$ cat config.mk
export PLATFORM = sky130hd
export DESIGN_NAME = eye_trainer
export DESIGN_NICKNAME = d
export VERILOG_FILES = /design/src/rtl/eye_pkg.sv /design/src/rtl/eye_seq.sv /design/src/rtl/eye_lane.sv /design/src/rtl/eye_trainer.sv
export SDC_FILE = /design/constraint.sdc
export NUM_CORES = 1
export LEC_CHECK = 0
export BUFFER_PORTS_ARGS = -buffer_cell sky130_fd_sc_hd__buf_2
export CORE_ASPECT_RATIO = 2
export CORE_MARGIN = 1.5
export CORE_UTILIZATION = 35
export CTS_CLUSTER_DIAMETER = 100
export DETAILED_ROUTE_END_ITERATION = 12
export PLACE_DENSITY = 0.54
export SYNTH_ARGS = -nofsm -noshare
export SYNTH_HDL_FRONTEND = slang
export SYNTH_SLANG_ARGS = --single-unit
$ cat constraint.sdc
create_clock -name clk -period 2 [get_ports clk]
set_input_delay 0 -clock clk [delete_from_list [all_inputs] [get_ports clk]]
set_output_delay 0 -clock clk [all_outputs]
set_load 0.02 [all_outputs]
$ cat src/rtl/eye_pkg.sv
package eye_pkg;
  typedef enum logic [1:0] {
    OP_MODE  = 2'd0,
    OP_WRITE = 2'd1,
    OP_READ  = 2'd2
  } req_op_e;

  localparam int NUM_PAT = 4;
  localparam int PAT_AW = 2;
  localparam logic [PAT_AW-1:0] MODE_REG_ADDR = 2'd3;
  localparam int MPR_EN_BIT = 2;

  typedef enum logic [2:0] {
    S_IDLE, S_MODE_ON, S_WR, S_RD_REQ, S_RD_WAIT, S_SHIFT, S_MODE_OFF, S_DONE
  } seq_state_e;
endpackage

$ cat src/rtl/eye_seq.sv
module eye_seq
  import eye_pkg::*;
#(
  parameter int LANES = 8,
  parameter int TAP_W = 6
) (
  input  logic                  clk,
  input  logic                  rst_n,
  input  logic                  start,
  output logic                  busy,
  output logic                  done,
  output logic                  clear,
  output logic                  sample,
  output logic [LANES-1:0]      pass_vec,
  output logic [TAP_W-1:0]      sweep_tap,
  output logic                  req_valid,
  input  logic                  req_ready,
  output logic [1:0]            req_op,
  output logic [PAT_AW-1:0]     req_addr,
  output logic [LANES-1:0]      req_data,
  input  logic                  rsp_valid,
  output logic                  rsp_ready,
  input  logic [LANES-1:0]      rsp_data
);
  localparam logic [TAP_W-1:0] TAP_LAST = '1;
  localparam logic [PAT_AW-1:0] IDX_LAST = PAT_AW'(NUM_PAT - 1);

  seq_state_e state;
  logic [PAT_AW-1:0] idx;

  function automatic logic [LANES-1:0] pattern(input logic [PAT_AW-1:0] k);
    logic [LANES-1:0] p;
    for (int j = 0; j < LANES; j++) p[j] = ~((j % 2 == 1) ^ k[0]);
    return p;
  endfunction

  always_comb begin
    req_valid = (state == S_MODE_ON) || (state == S_WR) ||
                (state == S_RD_REQ) || (state == S_MODE_OFF);
    req_op    = OP_MODE;
    req_addr  = idx;
    req_data  = '0;
    case (state)
      S_MODE_ON: begin
        req_addr = MODE_REG_ADDR;
        req_data[MPR_EN_BIT] = 1'b1;
      end
      S_WR: begin
        req_op   = OP_WRITE;
        req_data = pattern(idx);
      end
      S_RD_REQ:   req_op = OP_READ;
      S_MODE_OFF: req_addr = MODE_REG_ADDR;
      default: ;
    endcase
  end

  assign rsp_ready = (state == S_RD_WAIT);
  assign busy      = (state != S_IDLE);
  assign done      = (state == S_DONE);
  assign sample    = (state == S_SHIFT);
  assign clear     = (state == S_IDLE) && start;

  always_ff @(posedge clk or negedge rst_n) begin
    if (!rst_n) begin
      state     <= S_IDLE;
      idx       <= '0;
      sweep_tap <= '0;
      pass_vec  <= '1;
    end else begin
      case (state)
        S_IDLE: if (start) begin
          state     <= S_MODE_ON;
          sweep_tap <= '0;
        end
        S_MODE_ON: if (req_ready) begin
          state    <= S_WR;
          idx      <= '0;
          pass_vec <= '1;
        end
        S_WR: if (req_ready) begin
          if (idx == IDX_LAST) begin
            idx   <= '0;
            state <= S_RD_REQ;
          end else begin
            idx <= idx + 1'b1;
          end
        end
        S_RD_REQ: if (req_ready) state <= S_RD_WAIT;
        S_RD_WAIT: if (rsp_valid) begin
          pass_vec <= pass_vec & ~(rsp_data ^ pattern(idx));
          if (idx == IDX_LAST) begin
            state <= S_SHIFT;
          end else begin
            idx   <= idx + 1'b1;
            state <= S_RD_REQ;
          end
        end
        S_SHIFT: begin
          if (sweep_tap == TAP_LAST) begin
            state <= S_MODE_OFF;
          end else begin
            sweep_tap <= sweep_tap + 1'b1;
            idx       <= '0;
            pass_vec  <= '1;
            state     <= S_WR;
          end
        end
        S_MODE_OFF: if (req_ready) state <= S_DONE;
        default: state <= S_IDLE;
      endcase
    end
  end

  // a stalled request keeps its content
  p_req_hold_r4: assert property (@(posedge clk) disable iff (!rst_n)
    req_valid && !req_ready |=> req_valid && $stable(req_op) && $stable(req_addr) && $stable(req_data))
    else $error("request changed while stalled");

  // sweep tap moves by one step or restarts at zero
  p_tap_step_r3: assert property (@(posedge clk) disable iff (!rst_n)
    !$stable(sweep_tap) |-> (sweep_tap == $past(sweep_tap) + 1'b1) || (sweep_tap == '0))
    else $error("sweep tap jumped");
endmodule

$ cat src/rtl/eye_lane.sv
module eye_lane #(
  parameter int TAP_W = 6,
  parameter logic [TAP_W-1:0] DEFAULT_TAP = '0
) (
  input  logic             clk,
  input  logic             rst_n,
  input  logic             clear,
  input  logic             sample,
  input  logic             pass,
  input  logic [TAP_W-1:0] tap,
  input  logic             commit,
  output logic [TAP_W-1:0] tap_q,
  output logic             fail_q
);
  logic             seen, closed, broken;
  logic [TAP_W-1:0] first, last;
  logic [TAP_W:0]   sum;

  assign sum = {1'b0, first} + {1'b0, last};

  always_ff @(posedge clk or negedge rst_n) begin
    if (!rst_n) begin
      seen   <= 1'b0;
      closed <= 1'b0;
      broken <= 1'b0;
      first  <= '0;
      last   <= '0;
      tap_q  <= DEFAULT_TAP;
      fail_q <= 1'b0;
    end else begin
      if (clear) begin
        seen   <= 1'b0;
        closed <= 1'b0;
        broken <= 1'b0;
      end else if (sample) begin
        if (pass) begin
          if (!seen) begin
            seen  <= 1'b1;
            first <= tap;
            last  <= tap;
          end else if (closed) begin
            broken <= 1'b1;
          end else begin
            last <= tap;
          end
        end else if (seen) begin
          closed <= 1'b1;
        end
      end
      if (commit) begin
        if (seen && !broken) begin
          tap_q  <= sum[TAP_W:1];
          fail_q <= 1'b0;
        end else begin
          fail_q <= 1'b1;
        end
      end
    end
  end

  // committed tap lies between the recorded edges
  p_mid_inside_r6: assert property (@(posedge clk) disable iff (!rst_n)
    commit && seen && !broken |=> (tap_q >= $past(first)) && (tap_q <= $past(last)))
    else $error("midpoint outside window");

  // a failed lane keeps its tap
  p_fail_keeps_tap_r7: assert property (@(posedge clk) disable iff (!rst_n)
    commit && (!seen || broken) |=> $stable(tap_q))
    else $error("failed lane tap moved");
endmodule

$ cat src/rtl/eye_trainer.sv
module eye_trainer
  import eye_pkg::*;
#(
  parameter int LANES = 8,
  parameter int TAP_W = 6,
  parameter logic [TAP_W-1:0] DEFAULT_TAP = 6'd32
) (
  input  logic                   clk,
  input  logic                   rst_n,
  input  logic                   start,
  output logic                   busy,
  output logic                   done,
  output logic                   req_valid,
  input  logic                   req_ready,
  output logic [1:0]             req_op,
  output logic [PAT_AW-1:0]      req_addr,
  output logic [LANES-1:0]       req_data,
  input  logic                   rsp_valid,
  output logic                   rsp_ready,
  input  logic [LANES-1:0]       rsp_data,
  output logic [LANES*TAP_W-1:0] lane_tap,
  output logic [LANES-1:0]       lane_fail
);
  logic             clear, sample;
  logic [LANES-1:0] pass_vec;
  logic [TAP_W-1:0] sweep_tap;
  logic [TAP_W-1:0] tap_q [LANES];

  eye_seq #(.LANES(LANES), .TAP_W(TAP_W)) u_seq (
    .clk(clk), .rst_n(rst_n), .start(start),
    .busy(busy), .done(done), .clear(clear), .sample(sample),
    .pass_vec(pass_vec), .sweep_tap(sweep_tap),
    .req_valid(req_valid), .req_ready(req_ready), .req_op(req_op),
    .req_addr(req_addr), .req_data(req_data),
    .rsp_valid(rsp_valid), .rsp_ready(rsp_ready), .rsp_data(rsp_data)
  );

  for (genvar i = 0; i < LANES; i++) begin : g_lane
    eye_lane #(.TAP_W(TAP_W), .DEFAULT_TAP(DEFAULT_TAP)) u_lane (
      .clk(clk), .rst_n(rst_n), .clear(clear), .sample(sample),
      .pass(pass_vec[i]), .tap(sweep_tap), .commit(done),
      .tap_q(tap_q[i]), .fail_q(lane_fail[i])
    );
    assign lane_tap[i*TAP_W +: TAP_W] = busy ? sweep_tap : tap_q[i];
  end

  // fail flags only move on the cycle after done
  p_fail_at_end_r10: assert property (@(posedge clk) disable iff (!rst_n)
    !$stable(lane_fail) |-> $past(done))
    else $error("fail flags changed mid-run");
endmodule

* Word-level counts from Yosys, hierarchy flattened *
Index checks and enable logic that the tools add are counted.

storage, ports and cells
  flip-flop bits (word level) = 195
  word-level logic and storage cells = 377
  output and inout bits = 72

operators by class
  add/sub/neg operators = 10
  bitwise gates (word level) = 13
  reduce and logical (&&, ||, !) cells = 103
  equality and inequality tests = 34
  mux-type cells = 157

operators with widths
  operator                                      count
  2-to-1 mux 6 bit                              26
  2-to-1 mux 1 bit                              104
  AND reduction 4 bit                           25
  adder 6 x 6 -> 7 bit                          8
  nonzero test 2 bit                            26
  inequality test 2 bit, second input constant  25
  AND reduction 2 bit                           16
  2-to-1 mux 3 bit                              9
  AND reduction 3 bit                           9
  2-to-1 mux 8 bit                              3
  case mux 8 bit (3 select lines)               1
  case mux 3 bit (7 select lines)               1
  2-to-1 mux 2 bit                              8
  == test 3 bit, second input constant          4
  case mux 6 bit (2 select lines)               1
  inverter 1 bit                                10
  logical AND 1 bit                             9
  bitwise AND 8 bit                             1
  zero test 1 bit                               8
  inverter 8 bit                                1
  case mux 2 bit (4 select lines)               1
  bitwise XOR 8 bit                             1
  AND reduction 7 bit                           1
  adder 6 x 1 -> 6 bit, second input constant   1
  other kinds (14)                              18

* Longest topological paths before layout *
Gate-level depths: netlist of the first run.

  depth in word-level cells = 6
  gate-level depth with buffers = 8

* Hierarchy *
Synthesis of the first run repeated with hierarchy kept, for this count alone.

second synthesis, totals
  cell total of the unflattened synthesis = 869
  area, all modules = 10369.9 sq um

modules (own cells, without submodules)
  module                            area an instance (sq um)  cells each  instances
  eye_lane at g_lane[0].u_lane ...  1058.5                    84          5
  eye_lane at g_lane[6].u_lane ...  1036.0                    87          2
  eye_seq                           1262.5                    142         1
  eye_lane at g_lane[5].u_lane      1083.5                    80          1
  eye_trainer                       659.4                     53          1

* Worst setup path after synthesis of the first run *
No wires, ideal clock.

  path type = reg2reg
  start = register u_seq.state[0]
  end = register u_seq.idx[0]
  data arrival time = 1.729 ns
  stages on the path, launching flop included = 6
  path slack = 0.144 ns
  clock period less this slack = 1.856 ns
  cell sequence = dfrtp_1 buf_2 nor3b_2 nand2_1 a221oi_2 mux2_1

on the way
  word-level cells in the longest chain between the ends = 3
  elaborated cells on any way between the ends = 12

ends and longest elaborated chain
  item                                                                   RTL line       source
  from (decl)                                                            eye_seq.sv:28  seq_state_e state;
  from (signal assigned)                                                 eye_seq.sv:66  state <= S_IDLE;
  from (signal assigned)                                                 eye_seq.sv:73  state <= S_MODE_ON;
  from (signal assigned)                                                 eye_seq.sv:77  state <= S_WR;
  == test 3 bit (tied with other cells)                                  eye_seq.sv:71  case (state)
  inequality test 2 bit (no line) or nonzero test 4 bit (tied branches)  -
  AND reduction 6 bit (no line)                                          -
  to (signal assigned)                                                   eye_seq.sv:86  idx <= idx + 1'b1;
  to (signal assigned)                                                   eye_seq.sv:95  idx <= idx + 1'b1;
  to (decl)                                                              eye_seq.sv:29  logic [PAT_AW-1:0] idx;

Parallel ways exist; a longest one is shown, timed or not.
A chain may end at the register's enable or synchronous reset.

* Final worst setup path of the first run *
  start = register u_seq.state[2]
  end = output port lane_tap[9]

on the way
  word-level cells in the longest chain between the ends = 2

ends and longest elaborated chain
  item                RTL line           source
  nonzero test 3 bit  eye_seq.sv:59      assign busy = (state != S_IDLE);
  2-to-1 mux 6 bit    eye_trainer.sv:44  assign lane_tap[i*TAP_W +: TAP_W] = busy ? sweep_tap : tap_q[i];
  to (decl)           eye_trainer.sv:21  output logic [LANES*TAP_W-1:0] lane_tap,

No other way between the ends.

==> results_dict.tcl, run 1 <==
set metrics [dict create \
    endpoint_kind "output port" \
    p_leak_nw 6.17 \
    netlist_top_cells_area "dfrtp_1, mux2_2, ha_1" \
    synth_most_common_cell "dfrtp_1" \
    cts_made_buffers 17 \
    vias 7021 \
    cp-start-kind "flip-flop" \
    netlist_top_cells_count "dfrtp_1, nand2_1, mux2_2" \
    globalRouteMet3Util_pct 2.78 \
    dieArea_um2 29700 \
    drv_cap 0 \
    routed_wl_um 25200 \
    status "finished clean" \
    synth_top_cell_by_area "dfrtp_1" \
    dr.first_iter.drc_count 284 \
    die_x_um 123 \
    busiest_layer "met2" \
    synth_area_um2 10000 \
    grt_max_degree 59 \
    syn_nets 972 \
    switching_share_pct 36.5 \
    setup_viol 0 \
    critPathKind "flip-flop to output port" \
    grt_pass1_vias 7242 \
    met2_usage_pct 33.9 \
    worstRegToRegCells 7 \
    avgSynthCellArea_um2 11.0 \
    io_buffers 84 \
    gp_congestion 0.823 \
    seq_area_um2 4900 \
    utilization_pct 42.0 \
    fin_nets 1080 \
    place_hpwl_um 18400 \
    cts_max_path_buffers 2 \
    core_area_um2 28200 \
    worst_slew_pin_slew_ns 0.554 \
    period_minus_slack_ns 1.92 \
    pwr-share-seq_pct 40.7 \
    yosysTopAreaCellShare_pct 44.8 \
    antenna_cells 0 \
    min_path_type "input port to flip-flop" \
    via_per_inst 5.07 \
    cp_max_fo 17 \
    cts_num_sinks 195 \
    ys_warn_count 0 \
    p_switching_mw 5.58 \
    grt_pass1_wl_um 40200 \
    slew_headroom_pct 63.0 \
    finalInstanceArea_um2 11800 \
    ys_async_sr_fraction_pct 100 \
    synth_flop_cell "dfrtp_1" \
    cp_data_required_time_ns 2.00 \
    cts.reportedPaths.clkPinSlew_ns 0.07 \
    finClkSkew_ns 0.00716 \
    drv_slew 0 \
    fillCellCount 2720 \
    ant_nets 0 \
    synth-edff-count 0 \
    area_growth_pct 18.3 \
    drc 0 \
    worstHoldPathCells 3 \
    ys_ff_latch 195 \
    seq_area_frac_synth_pct 49.0 \
    fin_crit_sh_pct 95.9 \
    die_h_um 242 \
    layout.cells.non_filler 1386 \
    max_freq_ghz 0.521 \
    drive_gt1_share_pct 29.1 \
    rows 87 \
    power.share.combinational_pct 36.4 \
    power_density_nw_per_um2 1290 \
    initial_utilization_pct 35.5 \
    cts-root-buf "clkbuf_16" \
    multiInputGateArea_um2 4710 \
    clock_latency_ns 0.45 \
    arrival_ns 1.92 \
    htreeDepth 4 \
    ir_worst_vdd_uv 886 \
    detail_route.wl_per_cell_um 18.2 \
    clockPowerShare_pct 22.9 \
    final_hold_viol_count 0 \
    p_int_mw 9.72 \
    cts_tree "yes" \
    antenna_found_initial 0 \
    use_met1_pct 19.7 \
    grt_usage_pct 18.1 \
    grt_overflow 0 \
    ys_types 60 \
    syn_inst 909 \
    post_dp_cell_area_um2 11000 \
    dp_cells 1341 \
    firstDrtPassIters 4 \
    io_pins 85 \
    timing.hold.ws_ns 0.0616 \
]
## path summary, 6_finish.rpt
check / start / endpoint / slack [ns]
max reg2reg: u_seq.state[0]$_DFFE_PN0P_ / g_lane[7].u_lane.first[0]$_DFFE_PN0P_ / 0.12
min: rsp_valid / u_seq.pass_vec[0]$_DFFE_PN1P_ / 0.06
max in group asynchronous: rst_n / g_lane[0].u_lane.tap_q[5]$_DFFE_PN1P_ / 1.21
min in group asynchronous: rst_n / g_lane[4].u_lane.fail_q$_DFFE_PN0P_ / 0.08
min reg2reg: g_lane[7].u_lane.tap_q[0]$_DFFE_PN0P_ / g_lane[7].u_lane.tap_q[0]$_DFFE_PN0P_ / 0.48
max: u_seq.state[2]$_DFFE_PN0P_ / lane_tap[9] / 0.08
## registers in the layout, summed over array words and instances (netlist names)
name / cells
g_lane.u_lane.broken: 8
g_lane.u_lane.closed: 8
g_lane.u_lane.fail_q: 8
g_lane.u_lane.first: 48
g_lane.u_lane.last: 48
g_lane.u_lane.seen: 8
g_lane.u_lane.tap_q: 48
u_seq.idx: 2
u_seq.pass_vec: 8
u_seq.state: 3
u_seq.sweep_tap: 6
## area by class of cell
| type | instances | area share [%] |
|---|---|---|
| Clock buffer | 22 | 3.92 |
| Clock inverter | 10 | 1.12 |
| Multi-Input combinational cell | 629 | 39.8 |
| Tap cell | 356 | 3.76 |
| Timing Repair Buffer | 149 | 9.14 |
| Sequential cell | 195 | 41.4 |
| Inverter | 25 | 0.824 |
## power by group through the flow
| stage | logic (mW) | clock network, mW | registers (mW) |
|---|---|---|---|
| after floorplan | 4.10 | 0 | 5.93 |
| after global placement | 5.45 | 0 | 6.27 |
| after detailed placement | 5.51 | 0 | 6.30 |
| after CTS | 5.61 | 3.62 | 6.24 |
| after global routing | 6.13 | 3.76 | 6.41 |
| final | 5.57 | 3.51 | 6.23 |
## metal layers
layer / vias up / wire (um)
met5: - / 0
met2: 112 / 14000
met1: 3454 / 9830
met4: 0 / 696
li1: 3426 / -
met3: 29 / 685
## placed cells by master, fill, tap and decap left out, types with 6 or more instances in the layout
cell	instances
dfrtp_1	177
nand2_1	97
mux2_2	88
buf_2	80
a21o_1	63
o21ai_0	46
nor2_1	44
ha_1	42
buf_4	39
a21oi_1	38
inv_1	22
clkbuf_16	17
a31oi_1	16
dfstp_2	16
xnor2_1	15
xor2_1	14
nor3_1	13
buf_6	12
nand3b_1	11
nor2b_1	10
dlygate4sd3_1	10
a211oi_1	9
a211o_1	9
nand4_1	8
and4_1	8
fa_1	8
and2_1	7
nand3_1	7
buf_12	7
nand3_2	6
a2bb2oi_1	6
o21a_1	6
## critical path, cell delays in order, from the launching register on
cell and delay, ns:
dfrtp_2 0.47, nor3_4 0.28, buf_6 0.16, buf_4 0.22
a21o_1 0.16, buf_2 0.16
## metrics by stage
step | setup WS (ns) | power [mW] | TNS, ns
after global placement | 0.194 | 11.7 | 0
after detailed placement | 0.163 | 11.8 | 0
after floorplan | 0.144 | 10.0 | 0
after CTS | 0.00186 | 15.5 | 0
final | 0.0815 | 15.3 | 0
after global routing | -0.000746 | 16.3 | -0.00149
## timing repair
item | 4_1_cts | 5_1_grt
buffers inserted | 3 | 0
hold buffers | 10 | 0
hold endpoints to repair | 183 | 0
setup endpoints to repair | 49 | 49
gates resized for setup | 4 | 18
pin swaps | 1 | 1
## cells by family (layout without fill, tap and decap cells)
group	count (synthesis)	in the layout	share of synthesized area [%]
simple gates	241	241	12.8
flops	195	195	49.0
compound gates	218	218	14.5
fa+ha+maj	50	50	6.85
buf+inv	85	206	4.04
mux	91	91	10.2
xor+xnor	29	29	2.54
(Power assumes the default switching activity.)
==> inputs of run 2 (changes only) <==
PLACE_DENSITY = 0.55   (was 0.54)
==> run 2 against run 1 <==
Against the previous run:
- worst setup slack got worse by 0.0086 ns
- register-to-register slack barely moved
- final cell count up 0.22%
- die area did not move
==> results_dict.tcl, run 2 (synthesis results as in run 1) <==
set metrics [dict create \
    path_buf_inv 3 \
    max_freq_ghz 0.519 \
    p_leak_nw 6.17 \
    via_per_inst 5.14 \
    max_stage_delay_ns 0.46 \
    grt_overflow 0 \
    firstDrtPassIters 4 \
    hold_end "u_seq.pass_vec[3]$_DFFE_PN1P_" \
    min_path_type "input port to flip-flop" \
    fin_nets 1083 \
    setup_viol 0 \
    timing.hold.ws_ns 0.0392 \
    final_common_cell "dfrtp_1" \
    dieArea_um2 29700 \
    critPathKind "flip-flop to output port" \
    initial_utilization_pct 35.5 \
    utilization_pct 41.9 \
    drv_cap 0 \
    cp-start-kind "flip-flop" \
    area_growth_pct 18.2 \
    cts_num_sinks 195 \
    vias 7135 \
    core_area_um2 28200 \
    worstHoldPathCells 3 \
    cts_made_buffers 17 \
    io_pins 85 \
    ir_worst_vdd_uv 658 \
    detail_route.wl_per_cell_um 18.8 \
    die_h_um 242 \
    drc 0 \
    power_density_nw_per_um2 1300 \
    dp_cells 1343 \
    cp_data_required_time_ns 2.00 \
    finClkSkew_ns 0.00900 \
    drive_gt1_share_pct 29.4 \
    ant_nets 0 \
    path_delay_family "buffers and inverters" \
    min_from "rsp_valid" \
    rr_endpoint "g_lane[4].u_lane.first[2]$_DFFE_PN0P_" \
    r2r_setup_slack_ns 0.13 \
    antenna_cells 0 \
    cts_tree "yes" \
    fin_crit_sh_pct 96.4 \
    cts.reportedPaths.clkPinSlew_ns 0.07 \
    grt_pass1_wl_um 41100 \
    worstRegToRegCells 5 \
    period_minus_slack_ns 1.93 \
    die_x_um 123 \
    dr.first_iter.drc_count 275 \
    rows 87 \
    gp_congestion 0.841 \
    layout.cells.non_filler 1389 \
    cts_max_path_buffers 2 \
    cp_max_fo 8 \
    io_buffers 84 \
    timing.rr.start "u_seq.state[0]$_DFFE_PN0P_" \
    clock_latency_ns 0.45 \
    antenna_found_initial 0 \
    final_hold_viol_count 0 \
    finalSetupTns_ns 0 \
    worst_slew_pin_slew_ns 0.585 \
    grt_max_degree 61 \
    arrival_ns 1.93 \
    grt_pass1_vias 7547 \
    routed_wl_um 26100 \
    endpoint_kind "output port" \
    slew_headroom_pct 61.0 \
    cts-root-buf "clkbuf_16" \
    largest_registers "g_lane.u_lane.first x48, g_lane.u_lane.last x48, g_lane.u_lane.tap_q x48" \
    place_hpwl_um 18700 \
    path_cells "nor3_4 -> buf_6 -> nor2b_1 -> buf_4 -> a21o_1 -> buf_2" \
    status "finished clean" \
    final_cell_mix "dfrtp_1, nand2_1, mux2_2" \
    grt_usage_pct 18.4 \
    crit_slowest_cell "dfrtp_2" \
    drv_slew 0 \
    htreeDepth 4 \
]
-- run 2: cell count changes in the layout (fill, tap and decap cells not counted), sizes merged --
| cell | before | now |
|---|---|---|
| buf | 138 | 140 |
| inv | 24 | 25 |
| bufinv | 3 | 2 |
| clkinv | 4 | 2 |
| clkbuf | 23 | 26 |
-- run 2: power breakdown --
part,internal (mW),total [mW],switching (mW),leakage [nW]
sequential,5.27,6.26,0.986,2.59
clock,1.94,3.45,1.51,0.273
combinational,2.39,5.62,3.23,3.30
total,9.61,15.3,5.72,6.17
-- run 2: final cells by class --
class | instances | area, um2
Clock inverter | 8 | 104
Multi-Input combinational cell | 629 | 4720
Timing Repair Buffer | 152 | 1070
Sequential cell | 195 | 4900
Clock buffer | 24 | 482
Inverter | 25 | 96.3
Tap cell | 356 | 445
Fill cell | 2676 | 16400
-- run 2: worst max path at each step --
stage / cells after the start / from / slack, ns / end
5_1_grt: 6 / u_seq.state[0]$_DFFE_PN0P_ / -0.003 / lane_tap[31]
3_5_place_dp: 5 / u_seq.state[0]$_DFFE_PN0P_ / 0.09 / g_lane[4].u_lane.first[2]$_DFFE_PN0P_
6_report: 6 / u_seq.state[0]$_DFFE_PN0P_ / 0.07 / lane_tap[13]
3_3_place_gp: 5 / u_seq.state[0]$_DFFE_PN0P_ / 0.12 / g_lane[4].u_lane.first[0]$_DFFE_PN0P_
4_1_cts: 5 / u_seq.state[2]$_DFFE_PN0P_ / 0.007 / done
2_1_floorplan: 5 / u_seq.state[0]$_DFFE_PN0P_ / 0.14 / u_seq.idx[0]$_DFFE_PN0P_
-- run 2: routing by layer --
| metal | vias to the layer above | share of wire [%] | track usage (%) |
|---|---|---|---|
| li1 | 3438 | - | - |
| met2 | 116 | 55 | 33.6 |
| met5 | - | 0 | 0 |
| met1 | 3538 | 39 | 20.2 |
| met4 | 0 | 3.5 | 8.34 |
| met3 | 43 | 2.5 | 3.04 |
-- run 2: per-stage QoR --
stage          cell area [um2]  setup WS, ns  power [mW]
2_1_floorplan            10000         0.144        10.0
3_3_place_gp             11000         0.119        11.6
3_5_place_dp             11000        0.0865        11.8
4_1_cts                  11800       0.00719        15.4
5_1_grt                  11800      -0.00325        16.3
6_report                 11800        0.0729        15.3
-- run 2: timing repair --
item | 4_1_cts | 5_1_grt
buffers inserted | 1 | 2
hold endpoints to repair | 153 | 0
endpoints found under the setup margin | 49 | 35
pin swaps | 1 | 1
hold buffers | 10 | 0
cloned | 0 | 1
gates resized for setup | 10 | 7
-- run 2: tightest hold or removal path: cells and delay by family --
family                 cells  cell delay, ns
and+or+nand+nor            1            0.29
AOI/OAI and AO/OA          1            0.10
buffers and inverters      1            0.09
